## src/rtl/smbus_chain_target.sv

```systemverilog
module smbus_chain_target #(
  parameter int          NREGS    = 8,
  parameter logic [6:0]  DEF_ADDR = 7'h17,
  parameter int          IDLE_CYC = 64
) (
  input  logic                   clk,
  input  logic                   rst_n,
  input  logic                   scl_i,
  input  logic                   sda_i,
  output logic                   sda_oe,
  input  logic [7:0]             status_i,
  output logic [8*(NREGS-2)-1:0] ctrl_o,
  output logic                   chain_out
);
  localparam int IW = $clog2(IDLE_CYC + 1);
  localparam int AW = $clog2(NREGS);

  typedef enum logic [3:0] {
    S_IDLE, S_ADDR, S_AACK, S_PTR, S_PACK, S_WDAT, S_WACK, S_RDAT, S_RACK, S_IGNORE
  } state_t;

  state_t      st;
  logic [2:0]  scl_sy, sda_sy;
  logic [3:0]  bitn;
  logic [7:0]  sh, ptr;
  logic        rw;
  logic [6:0]  dev_addr;
  logic [IW-1:0] idle_cnt;
  logic [7:0]  regs [2:NREGS-1];

  wire scl_s = scl_sy[1];
  wire sda_s = sda_sy[1];
  wire scl_q = scl_sy[2];
  wire sda_q = sda_sy[2];

  wire rise     = scl_s & ~scl_q;
  wire fall     = ~scl_s & scl_q;
  wire start_det = scl_s & scl_q & sda_q & ~sda_s;
  wire stop_det  = scl_s & scl_q & ~sda_q & sda_s;
  wire idle_hit  = (idle_cnt == IW'(IDLE_CYC - 1)) & scl_s & sda_s;
  wire byte_end  = fall & (bitn == 4'd8);

  wire ptr_rw  = (ptr >= 8'd2) && (ptr < 8'(NREGS));

  logic [7:0] rd_byte;
  always_comb begin
    if (ptr == 8'd0)                rd_byte = {dev_addr, 1'b0};
    else if (ptr == 8'd1)           rd_byte = status_i;
    else if (ptr_rw)                rd_byte = regs[ptr[AW-1:0]];
    else                            rd_byte = 8'h00;
  end

  assign sda_oe = (st == S_AACK) | (st == S_PACK) | (st == S_WACK) |
                  ((st == S_RDAT) & ~sh[7]);

  for (genvar g = 2; g < NREGS; g++) begin : g_out
    assign ctrl_o[(g-2)*8 +: 8] = regs[g];
  end

  always_ff @(posedge clk or negedge rst_n) begin
    if (!rst_n) begin
      scl_sy <= 3'b111;
      sda_sy <= 3'b111;
    end else begin
      scl_sy <= {scl_sy[1:0], scl_i};
      sda_sy <= {sda_sy[1:0], sda_i};
    end
  end

  always_ff @(posedge clk or negedge rst_n) begin
    if (!rst_n) begin
      idle_cnt <= '0;
    end else if (scl_s & sda_s) begin
      if (idle_cnt != IW'(IDLE_CYC - 1)) idle_cnt <= idle_cnt + 1'b1;
    end else begin
      idle_cnt <= '0;
    end
  end

  always_ff @(posedge clk or negedge rst_n) begin
    if (!rst_n) begin
      st        <= S_IDLE;
      bitn      <= '0;
      sh        <= '0;
      ptr       <= '0;
      rw        <= 1'b0;
      dev_addr  <= DEF_ADDR;
      chain_out <= 1'b0;
      for (int i = 2; i < NREGS; i++) regs[i] <= 8'h00;
    end else if (start_det) begin
      st   <= S_ADDR;
      bitn <= '0;
    end else if (stop_det | idle_hit) begin
      st <= S_IDLE;
    end else begin
      unique case (st)
        S_ADDR, S_PTR, S_WDAT: begin
          if (rise) begin
            sh   <= {sh[6:0], sda_s};
            bitn <= bitn + 1'b1;
          end else if (byte_end) begin
            bitn <= '0;
            if (st == S_ADDR) begin
              if (sh[7:1] == dev_addr) begin
                st <= S_AACK;
                rw <= sh[0];
              end else begin
                st <= S_IGNORE;
              end
            end else if (st == S_PTR) begin
              ptr <= sh;
              st  <= S_PACK;
            end else begin
              st <= S_WACK;
              if (ptr == 8'd0) begin
                dev_addr  <= sh[7:1];
                chain_out <= 1'b1;
              end else if (ptr_rw) begin
                regs[ptr[AW-1:0]] <= sh;
              end
            end
          end
        end
        S_AACK: if (fall) begin
          bitn <= '0;
          if (rw) begin
            st <= S_RDAT;
            sh <= rd_byte;
          end else begin
            st <= S_PTR;
          end
        end
        S_PACK: if (fall) st <= S_WDAT;
        S_WACK: if (fall) st <= S_IGNORE;
        S_RDAT: begin
          if (rise) bitn <= bitn + 1'b1;
          else if (byte_end) st <= S_RACK;
          else if (fall) sh <= {sh[6:0], 1'b0};
        end
        S_RACK: if (fall) st <= S_IGNORE;
        default: ;
      endcase
    end
  end

  AST_CHAIN_STICKY: assert property (@(posedge clk) disable iff (!rst_n)
    chain_out |=> chain_out);

  AST_ADDR_DEFAULT: assert property (@(posedge clk) disable iff (!rst_n)
    !chain_out |-> dev_addr == DEF_ADDR);

  AST_QUIET_WHEN_OFF: assert property (@(posedge clk) disable iff (!rst_n)
    (st == S_IDLE || st == S_IGNORE || st == S_RACK) |-> !sda_oe);

  AST_STOP_TO_IDLE: assert property (@(posedge clk) disable iff (!rst_n)
    (stop_det && !start_det) |=> st == S_IDLE);

  AST_START_TO_ADDR: assert property (@(posedge clk) disable iff (!rst_n)
    start_det |=> st == S_ADDR);

  AST_TIMEOUT_IDLE: assert property (@(posedge clk) disable iff (!rst_n)
    (idle_hit && !start_det) |=> st == S_IDLE);

  AST_MISS_NO_ACK: assert property (@(posedge clk) disable iff (!rst_n)
    (st == S_ADDR && byte_end && sh[7:1] != dev_addr && !start_det && !stop_det && !idle_hit)
    |=> st == S_IGNORE);
endmodule

```

## config.mk

```make
export PLATFORM = sky130hd
export DESIGN_NAME = smbus_chain_target
export DESIGN_NICKNAME = d
export VERILOG_FILES = /design/src/rtl/smbus_chain_target.sv
export SDC_FILE = /design/constraint.sdc
export NUM_CORES = 1
export LEC_CHECK = 0
export BUFFER_PORTS_ARGS = -buffer_cell sky130_fd_sc_hd__buf_2
export CAP_MARGIN = 20
export CORE_ASPECT_RATIO = 1.5
export CORE_UTILIZATION = 52
export DETAILED_ROUTE_END_ITERATION = 6
export HOLD_SLACK_MARGIN = 0.08
export PLACE_DENSITY = 0.78
export SLEW_MARGIN = 15
export SYNTH_ARGS = -nofsm -noshare
export SYNTH_HDL_FRONTEND = slang
export SYNTH_SLANG_ARGS = --single-unit
```

## constraint.sdc

```tcl
create_clock -name clk -period 2.83 [get_ports clk]
set_clock_uncertainty 0.1 [all_clocks]
set_input_delay 0.4245 -clock clk [delete_from_list [all_inputs] [get_ports clk]]
set_output_delay 0.4245 -clock clk [all_outputs]
set_load 0.05 [all_outputs]
```

; ---- After elaboration in Yosys (flattened, before gate mapping)
; Index checks and enable logic that the tools add are counted.
[op_classes]
n_addsub = 2
order_cmp = 4
eq_ne = 31
muxes = 39
bitwise_logic = 28
n_reduce_logical = 15
[ops]
columns = operator, count
row1 = $mux 8, 12
row2 = $mux 4, 17
row3 = $bwmux 48, 1
row4 = $bmux 8 s3, 1
row5 = $demux 8 s3, 1
row6 = $pmux 8 s3, 1
row7 = $pmux 4 s5, 1
row8 = $reduce_and 9->1, 2
row9 = $eq 4x3->1 const B, 4
row10 = $ne 4x3->1 const B, 4
row11 = $reduce_and 8->1, 2
row12 = $mux 7, 2
row13 = $ne 2x2->1 const B, 7
row14 = $reduce_and 7->1, 2
row15 = $and 1x1->1, 12
row16 = $ne 4x4->1 const B, 3
row17 = $pmux 4 s3, 1
row18 = $not 1->1, 11
row19 = $eq 4x2->1 const B, 2
row20 = $eq 4x4->1 const B, 2
row21 = $eq 8x1->1 const B, 1
row22 = $ge 8x2->1 const B, 1
row23 = $logic_not 8->1, 1
row24 = $lt 8x4->1 const B, 1
row25 = other kinds (22), 27
[totals]
register_bits = 94
inputBits = 12
out_inout_bits = 50
word_cells = 135

; ---- Longest topological paths before layout
; Gate-level depths: netlist (run 1).
[logic_depth]
ltp_word = 10
ltp_mapped = 9
ltp_nobuf = 7

; ---- Least setup slack after synthesis (run 1)
; Ideal clock, no wire load.
[synth_timing]
path_kind = reg-to-reg
from = register scl_sy[2]
to = register regs, in the netlist ctrl_o[0]
setup_time_ps = 125
arrival_ps = 2570
t_required_ps = 2605
path_slack_ps = 35
stages_incl_launch_ff = 8
n_path_buf = 2
period_less_slack_ps = 2795
path_cell_list = dfstp_2 -> nand2b_4 -> or4_4 -> buf_6 -> or4_4 -> or3_1 -> buf_6 -> mux2_4
[synth_between]
elab_chain_cells = 6
word_cells_on_any_way = 14
classes_between = bitwise: 13 / reduce/logical: 1
[synth_lines]
columns = item, line
row1 = from (decl), 23  ; logic [2:0] scl_sy, sda_sy;
row2 = from (signal assigned), 65  ; scl_sy <= {scl_sy[1:0], scl_i};
row3 = $and 1x1->1, "38, 39"
row4 = $and 1x1->1 (2 in series), 39  ; wire stop_det = scl_s & scl_q & ~sda_q & sda_s;
row5 = $or 1x1->1, 93  ; end else if (stop_det | idle_hit) begin
row6 = $not 1->1 (no source line), -
row7 = $reduce_and 9->1 (no source line) (*), -
row8 = "to (signal, indexed assignment)", 119  ; regs[ptr[AW-1:0]] <= sh;
row9 = to (decl), 29  ; logic [7:0] regs [2:NREGS-1];
; Mark *: on every way between the ends. The rest lies on a longest branch, timed or not.
; A chain may end at the register's enable or synchronous reset.

; ---- Worst setup path after layout (run 1)
; Same ends and word-level chain as after synthesis.

==> flow_summary.ini, run 1 <==
[final_layout]
nets = 478
finalInstanceArea_sq_mm = 0.00562
n_antenna_cell = 0
fill_cells = 668
fin_cells = 578
drive_gt1_share_pct = 40.4
area_growth_syn_to_layout_pct = 17.9

[global_route]
grt_use_total_pct = 25.0
grt_start_max_net_pins = 49
grt_pass1_wl_um = 17700
antenna_found_initial = 0
grt_pass1_vias = 3439
overflow = 0

[clock_tree]
cts_root_buf = clkbuf_16
clockBufferDepth = 2
clk_pin_slew_worst_paths_ns = 0.06
cts_tree = done
clk_latency_ns = 0.34
clkSinkCount = 94
cts_buffers = 9
cts-htree-levels = 3

[power]
swShare_pct = 26.5
p_clk_share_pct = 39.0
power_frac_comb_pct = 12.0
p_seq_share_pct = 49.0
switchingPower_uw = 837
powerDensity_mw_per_mm2 = 562
vdd_drop_max_mv = 0.358
internal_power_uw = 2320
cellLeakagePower_uw = 0.00271

[floorplan]
core_area_sq_mm = 0.00888
die_h_um = 119
initial_core_util_pct = 53.6
ios = 62
dieArea_sq_mm = 0.00955
die_x_um = 80.1
core.rowCount = 42

[critical_path]
path_class = flop to flop
crit_chain = nand2b_4 -> or4_4 -> or4_4 -> or3_4 -> buf_6 -> mux2_4
slowest_delay_ns = 0.56
required_ns = 2.95
r2r_slack_ns = 0.06
cp_data_arrival_time_ns = 2.89
crit_path_max_fanout = 8
r2r-start = scl_sy[2]
crit_end = ctrl_o[0]
crit_path_top_delay_cell = dfstp_2
crit_path_start = scl_sy[2]
critPathLaunchType = flop
endpoint_kind = flop
worst_r2r_endpoint = ctrl_o[0]
path_common_cell = or4_4
reg2reg_depth = 6

[sta]
drv_slew = 0
final-hold-violation-count = 0
tightest_slew_ns = 0.612
fmax_ghz = 0.362
layout_setup_ws_ns = 0.0647
setup-tns-final_ns = 0
holdWs_ns = 0.256
setup_viol = 0
finalCritPeriodShare_pct = 97.7
slew_headroom_pct = 59.2
period_minus_slack_ns = 2.77

[yosys]
yosysSeqAreaShare_pct = 49.7
synth_seq_cells = 94
synth_area_sq_mm = 0.00476
syn_nets = 409
async_flop_share_pct = 100
synth_warnings = 0
syn_inst = 394
netlist-cell-type-count = 46
avgSynthCellArea_sq_um = 12.1
synth_ff_type = dfrtp_1
synth_edf_count = 0

[detailed_routing]
drtAntennaViolNets = 0
via_per_inst = 5.89
wl_um = 11200
drt_iter0_markers = 197
wl_per_cell_um = 19.3
drc = 0
met3_length_um = 532
top_layer = met4
dr.pass1.iters = 4
num_vias = 3407
wl_met2_um = 5790
wl_met1_um = 4320

[place]
place_area_sq_mm = 0.00525
port_buffers = 61
dp_cells = 558
globalplace.congestion = 0.922
dp_hpwl_um = 7830
post-place-ws_ns = -0.0242

[run_status]
outcome = completed

[run]
maxCapViolations = 0

[min_path]
hold_class = flop to flop
-- worst min path at each step --
stage | from | end | slack [ns] | depth (start not counted)
finish | sda_sy[0] | sda_sy[1] | 0.26 | 0
global route | sda_sy[0] | sda_sy[1] | 0.26 | 0
CTS | sda_sy[0] | sda_sy[1] | 0.26 | 0
detailed placement | sda_sy[0] | sda_sy[1] | 0.25 | 0
global placement | sda_sy[0] | sda_sy[1] | 0.25 | 0
floorplan | rst_n | bitn[0] | 0.03 | 0
-- cell usage after synthesis (2+ instances only) --
library cell,number,area share (%)
or4_4,2,0.47
o22ai_1,10,1.3
a31oi_1,3,0.39
o311ai_0,7,1.3
nand3_1,4,0.42
dfstp_2,10,5.5
buf_1,3,0.24
a211o_1,2,0.37
dfrtp_1,84,44
nor4_1,3,0.39
or4_1,3,0.47
nor2_1,22,1.7
xor2_1,7,1.3
mux2i_1,32,6.7
o21bai_1,2,0.32
nand2b_1,8,1.1
nand2_1,19,1.5
o31ai_1,4,0.63
mux2_2,49,12
and3_1,2,0.26
nand4_1,3,0.39
inv_1,5,0.39
a22o_1,3,0.55
ha_1,3,0.79
buf_6,3,0.71
a21oi_1,6,0.63
clkbuf_1,22,1.7
or3_1,4,0.53
xnor2_1,4,0.74
a211oi_1,5,0.79
o21ai_0,13,1.4
nor3_1,5,0.53
nor2b_1,4,0.53
mux2_4,24,7.6
nand4b_1,3,0.55
-- flip-flops by register name (all words and copies together), names as in the netlist --
register and count:
rw 1, scl_sy 3, st 4, chain_out 1, dev_addr 7, sda_sy 3
bitn 4, idle_cnt 7, sh 8, ctrl_o 48, ptr 8
-- area by class of cell --
cell class              count  area, sq um  area share (%)
clock buffers              12          256            4.57
inverters                   5         18.8           0.334
clock inverters             4         53.8           0.958
flip-flops and latches     94         2360            42.1
repair buffers             87          527            9.38
well taps                 110          138            2.45
multi-input cells         266         2260            40.2
-- timing repair --
action / CTS / global route
setup endpoints to repair: 10 / 8
endpoints found under the hold margin: 44 / 0
resized for setup: 2 / 2
setup buffers: 0 / 1
hold buffers: 3 / 0
-- critical path, delay by kind of cell, from the launching register on --
kind / cells / cell delay [ns]
flops: 1 / 0.56
mux: 1 / 0.30
buf+inv: 1 / 0.16
simple gates: 4 / 1.52
-- through the flow --
step	util, %	power (uW)
finish	63.2	3160
floorplan	-	1750
global placement	59.1	1930
CTS	63.1	3180
detailed placement	59.1	1940
global route	63.2	3290
-- cells by family after synthesis --
logic type               Yosys count  share of synthesized area, %
AO/OA/AOI/OAI                     61                          8.70
flip-flops                        94                          49.7
AND/OR/NAND/NOR                   86                          9.72
XOR/XNOR                          11                          2.02
multiplexers                     105                          25.9
buffers and inverters             34                          3.23
adder cells (fa/ha/maj)            3                         0.788
-- layout by cell type, fill, tap and decap left out, types with 4 or more instances in the layout --
master and count:
nand3_1 4, inv_1 5, nor2_1 22, buf_2 60, a211oi_1 5, nor3_1 5
o22ai_1 10, buf_4 22, nand2b_1 8, dfstp_2 10, a21oi_1 6, xnor2_1 4
mux2i_1 32, o21ai_0 13, xor2_1 7, o311ai_0 7, mux2_4 24, clkbuf_16 9
mux2_2 49, nand2_1 19, nor2b_1 4, dfrtp_1 84, o31ai_1 4
-- metal layers --
layer | up-vias | GRT usage (%)
li1 | 1576 | -
met1 | 1666 | 28.4
met2 | 131 | 42.8
met3 | 34 | 5.13
met4 | 0 | 13.7
met5 | - | 0
-- power by group through the flow --
stage | logic, uW | registers [uW] | clock network, uW
after floorplan | 273 | 1470 | 0
after global placement | 362 | 1560 | 0
after CTS | 374 | 1540 | 1260
after global routing | 419 | 1560 | 1320
after detailed placement | 367 | 1570 | 0
final | 378 | 1550 | 1230
Power figures use the tool's default switching activity.
==> run 2: changes to the inputs <==
--- a/config.mk
+++ b/config.mk
@@ -7,7 +7,6 @@
 export LEC_CHECK = 0
 export BUFFER_PORTS_ARGS = -buffer_cell sky130_fd_sc_hd__buf_2
 export CAP_MARGIN = 20
-export CORE_ASPECT_RATIO = 1.5
 export CORE_UTILIZATION = 52
 export DETAILED_ROUTE_END_ITERATION = 6
 export HOLD_SLACK_MARGIN = 0.08
==> run 2 against run 1 <==
  * The run now ends with design-rule violations left
  * Fmax up 1.3%
  * Non-clock buffer count down 2
  * Utilization down 1.0 points
  * Design area down 2.4%
  * Sequential share of layout area up 1.0 points
  * Worst hold slack worse by 0.0085 ns
  * Global-route usage down 0.62 points
  * Critical endpoint is now ctrl_o[24]
  * Clock power down 27%
==> flow_summary.ini, run 2 (same netlist as run 1, synthesis figures left out) <==
[floorplan]
core.rowCount = 34
dieArea_sq_mm = 0.00954
die_h_um = 97.7
initial_core_util_pct = 54.1
ios = 62
core_area_sq_mm = 0.00881
die_x_um = 97.7

[global_route]
overflow = 0
grt_start_max_net_pins = 64
grt_use_total_pct = 24.4
grt_pass1_vias = 3396
antenna_found_initial = 0
grt_pass1_wl_um = 17900

[sta]
slew_headroom_pct = 59.6
holdWs_ns = 0.247
drv_slew = 0
layout_setup_ws_ns = 0.101
rsz0062_at_grt = false
period_minus_slack_ns = 2.73
final-hold-violation-count = 0
tightest_slew_ns = 0.606
finalCritPeriodShare_pct = 96.4
setup_viol = 0
fmax_ghz = 0.366

[detailed_routing]
drt_iter0_markers = 211
drc = 8
num_vias = 3424
dr.pass1.iters = 7
drtAntennaViolNets = 0
wl_per_cell_um = 19.3
via_per_inst = 5.97
wl_um = 11100

[critical_path]
critPathLaunchType = flop
path_class = flop to flop
crit_path_top_delay_cell = dfstp_2
crit_chain = nand2b_4 -> or4_4 -> or4_4 -> or3_4 -> mux2_4
slowest_delay_ns = 0.57
required_ns = 2.98
cp_num_buf_inv = 0
cp_data_arrival_time_ns = 2.88
cp_top_family = simple AND/OR/NAND/NOR gates
crit_path_max_fanout = 8
endpoint_kind = flop
path_common_cell = or4_4

[clock_tree]
cts_buffers = 9
clk_pin_slew_worst_paths_ns = 0.10
postCtsSetupRepairBufs = 0
clk_latency_ns = 0.37
clockBufferDepth = 2
cts_tree = done
cts_root_buf = clkbuf_8
cts-htree-levels = 3
clkSinkCount = 94

[final_layout]
nets = 476
multi_input_area_sq_mm = 0.00226
final_common_cell = dfrtp_1
largest_register_ff_count = 48
area_growth_syn_to_layout_pct = 15.1
fill_cells = 716
mostFrequentLayoutCells = dfrtp_1 (84), buf_2 (60), mux2_2 (49)
drive_gt1_share_pct = 40.3
seq_area_sq_mm = 0.00236
n_antenna_cell = 0

[run_status]
outcome = finished with violations
violations = design-rule violations

[power]
p_total_uw = 2800
powerDensity_mw_per_mm2 = 511
cellLeakagePower_uw = 0.00265
vdd_drop_max_mv = 0.340

[place]
globalplace.congestion = 0.839
dp_hpwl_um = 7640
port_buffers = 61
post-place-ws_ns = -0.0504

[min_path]
hold_class = flop to flop

[run]
maxCapViolations = 0
[run 2: worst register-to-register path: cells and delay by family, from the launching register on]
kind / cells / cell delay, ns
flops: 1 / 0.57
mux: 1 / 0.33
simple gates: 4 / 1.62
[run 2: stage by stage]
stage | instances | instance area, sq um | util, % | setup TNS, ns
3_3_place_gp | 555 | 5240 | 59.5 | -0.0363
6_report | 574 | 5480 | 62.2 | 0
2_1_floorplan | 394 | 4760 | - | 0
3_5_place_dp | 555 | 5240 | 59.5 | -0.547
5_1_grt | 574 | 5480 | 62.2 | 0
4_1_cts | 574 | 5480 | 62.2 | 0
[run 2: worst paths after layout]
kind	depth (start not counted)	from	endpoint	slack [ns]
setup / recovery	5	scl_sy[2]	ctrl_o[24]	0.10
hold / removal	0	sda_sy[0]	sda_sy[1]	0.25
setup reg to reg	5	scl_sy[2]	ctrl_o[24]	0.10
hold reg to reg	0	sda_sy[0]	sda_sy[1]	0.25
max in group asynchronous	3	rst_n	scl_sy[1]	1.47
min in group asynchronous	2	rst_n	ctrl_o[14]	0.42
[run 2: cell type report]
cell class                 instances  area share [%]
timing repair buffer              85            9.27
inverter                           5           0.342
clock inverter                     7            1.32
tap                              108            2.47
sequential                        94            43.1
clock buffer                       9            2.26
multi-input combinational        266            41.2
[run 2: report_power, final]
part	internal, uW	total (uW)	switching, uW
clock network	347	895	547
logic	154	309	155
registers	1410	1600	190
[run 2: timing repair]
item	in CTS	in global routing
endpoints found under the hold margin	29	0
endpoints found under the setup margin	18	0
hold buffers	3	0
gates resized for setup	3	0
[run 2: layer usage]
metal	up-vias	track usage [%]	wire, um
li1	1578	-	-
met1	1715	36.3	5290
met2	111	36.2	5000
met3	20	4.24	600
met4	0	7.46	201
met5	-	0	0
==> run 3: changes to the inputs <==
--- a/config.mk
+++ b/config.mk
@@ -6,11 +6,13 @@
 export NUM_CORES = 1
 export LEC_CHECK = 0
 export BUFFER_PORTS_ARGS = -buffer_cell sky130_fd_sc_hd__buf_2
-export CAP_MARGIN = 20
+export CAP_MARGIN = 10
+export CORE_MARGIN = 2
 export CORE_UTILIZATION = 52
 export DETAILED_ROUTE_END_ITERATION = 6
 export HOLD_SLACK_MARGIN = 0.08
 export PLACE_DENSITY = 0.78
+export RECOVER_POWER = 100
 export SLEW_MARGIN = 15
 export SYNTH_ARGS = -nofsm -noshare
 export SYNTH_HDL_FRONTEND = slang
==> run 3 against run 2 <==
  * Global-route usage is 1.3 points lower
  * Utilization is 2.0 points lower
  * Register-to-register slack better by 0.03 ns
  * The flow now finishes without violations
  * Worst hold slack better by 0.014 ns
  * Fmax is 1.1% higher
  * Sequential power hardly changed
  * Largest power group unchanged
  * Wire length is 0.11% higher
  * Sequential cell count stayed put
  * Via count is 0.53% lower
  * Clock power is 1% lower
  * Cell count is 0.17% lower
==> flow_summary.ini, run 3 (same netlist as run 1, synthesis figures left out) <==
[run_status]
outcome = completed

[critical_path]
cp_data_arrival_time_ns = 2.85
crit_path_top_delay_cell = dfstp_2
path_common_cell = or4_4
critPathLaunchType = flop
r2r_slack_ns = 0.13
endpoint_kind = flop
crit_path_start = scl_sy[2]
path_class = flop to flop
r2r-start = scl_sy[2]
reg2reg_depth = 5
crit_chain = nand2b_4 -> or4_4 -> or4_4 -> or3_4 -> mux2_1
worst_r2r_endpoint = ctrl_o[1]
crit_path_max_fanout = 8
required_ns = 2.98
slowest_delay_ns = 0.56

[global_route]
grt_pass1_wl_um = 17600
antenna_found_initial = 0
grt_use_total_pct = 23.1
grt_pass1_vias = 3367
grt_start_max_net_pins = 68
overflow = 0

[sta]
setup-tns-final_ns = 0
period_minus_slack_ns = 2.70
setup_viol = 0
layout_setup_ws_ns = 0.130
slew_headroom_pct = 2.65
finalCritPeriodShare_pct = 95.4
fmax_ghz = 0.370
final-hold-violation-count = 0
drv_slew = 0
rsz0062_at_grt = false
tightest_slew_ns = 1.46

[detailed_routing]
dr.pass1.iters = 4
drc = 0
top_layer = met4
wl_met2_um = 5090
met3_length_um = 611
via_per_inst = 5.94
wl_met1_um = 5160
wl_per_cell_um = 19.4
num_vias = 3406
drtAntennaViolNets = 0
wl_um = 11100
drt_iter0_markers = 213

[final_layout]
fill_cells = 743
n_antenna_cell = 0
mostFrequentLayoutCells = dfrtp_1 (84), clkbuf_1 (53), mux2_2 (49)
nets = 475
largest_register_ff_count = 48
drive_gt1_share_pct = 23.9
final_common_cell = dfrtp_1
area_growth_syn_to_layout_pct = 11.4

[power]
powerDensity_mw_per_mm2 = 521
vdd_drop_max_mv = 0.409
cellLeakagePower_uw = 0.00234
p_total_uw = 2770

[clock_tree]
cts-htree-levels = 3
cts_root_buf = clkbuf_8
clkSinkCount = 94
clk_latency_ns = 0.37
cts_buffers = 9
cts_tree = done
clockBufferDepth = 2
clk_pin_slew_worst_paths_ns = 0.10

[floorplan]
die_h_um = 99.7
core.rowCount = 34
core_area_sq_mm = 0.00881
initial_core_util_pct = 54.1
die_x_um = 99.7
ios = 62
dieArea_sq_mm = 0.00994

[min_path]
hold_class = flop to flop
whs_path_depth = 0
hp-start = sda_sy[0]
min_to = sda_sy[1]

[place]
globalplace.congestion = 0.894
dp_hpwl_um = 7480
port_buffers = 61
post-place-ws_ns = -0.0279

[run]
maxCapViolations = 0
[run 3: cell count changes in the layout (fill, tap and decap cells not counted), sizes merged]
cell,delta
buf,-56
clkbuf,+55
[run 3: report_power, final]
| part | switching [uW] | internal, uW | leakage, uW |
|---|---|---|---|
| clock network | 537 | 347 | 0.0000970 |
| logic | 134 | 143 | 0.00100 |
| registers | 200 | 1410 | 0.00124 |
[run 3: per-stage QoR]
step | std cells | area, sq um | utilization (%) | hold WS [ns]
global placement | 553 | 5230 | 59.3 | 0.247
global route | 573 | 5310 | 60.3 | 0.262
CTS | 572 | 5460 | 62.0 | 0.256
floorplan | 394 | 4760 | - | 0.0289
finish | 573 | 5310 | 60.3 | 0.261
detailed placement | 553 | 5230 | 59.3 | 0.250
[run 3: area by class of cell]
type | count | area (sq um) | area share [%]
Tap cell | 108 | 135 | 2.55
Sequential cell | 94 | 2360 | 44.6
Inverter | 5 | 18.8 | 0.354
Clock buffer | 9 | 124 | 2.33
Timing Repair Buffer | 84 | 413 | 7.78
Clock inverter | 7 | 72.6 | 1.37
Multi-Input combinational cell | 266 | 2180 | 41.1
[run 3: how the worst max path moves through the flow]
| stage | end | slack (ns) |
|---|---|---|
| floorplan | ctrl_o[0] | 0.03 |
| global placement | ctrl_o[6] | 0.002 |
| detailed placement | ctrl_o[0] | -0.03 |
| CTS | ctrl_o[15] | 0.006 |
| global route | ctrl_o[11] | 0.03 |
| finish | ctrl_o[1] | 0.13 |
[run 3: worst max-delay path: cells and delay by family, from the launching register on]
kind             cells  cell delay [ns]
and+or+nand+nor      4             1.59
DFF                  1             0.56
muxes                1             0.34
[run 3: layer usage]
| layer | track usage [%] | vias to the layer above |
|---|---|---|
| li1 | - | 1572 |
| met1 | 34.2 | 1696 |
| met2 | 33.7 | 118 |
| met3 | 4.36 | 20 |
| met4 | 8.75 | 0 |
| met5 | 0 | - |
[run 3: what timing repair did]
| item | CTS | global route |
|---|---|---|
| hold endpoints to repair | 23 | 0 |
| setup buffers | 0 | 1 |
| hold buffers | 3 | 0 |
| endpoints found under the setup margin | 16 | 16 |
| gates resized for setup | 2 | 2 |
| pin swaps | 0 | 1 |
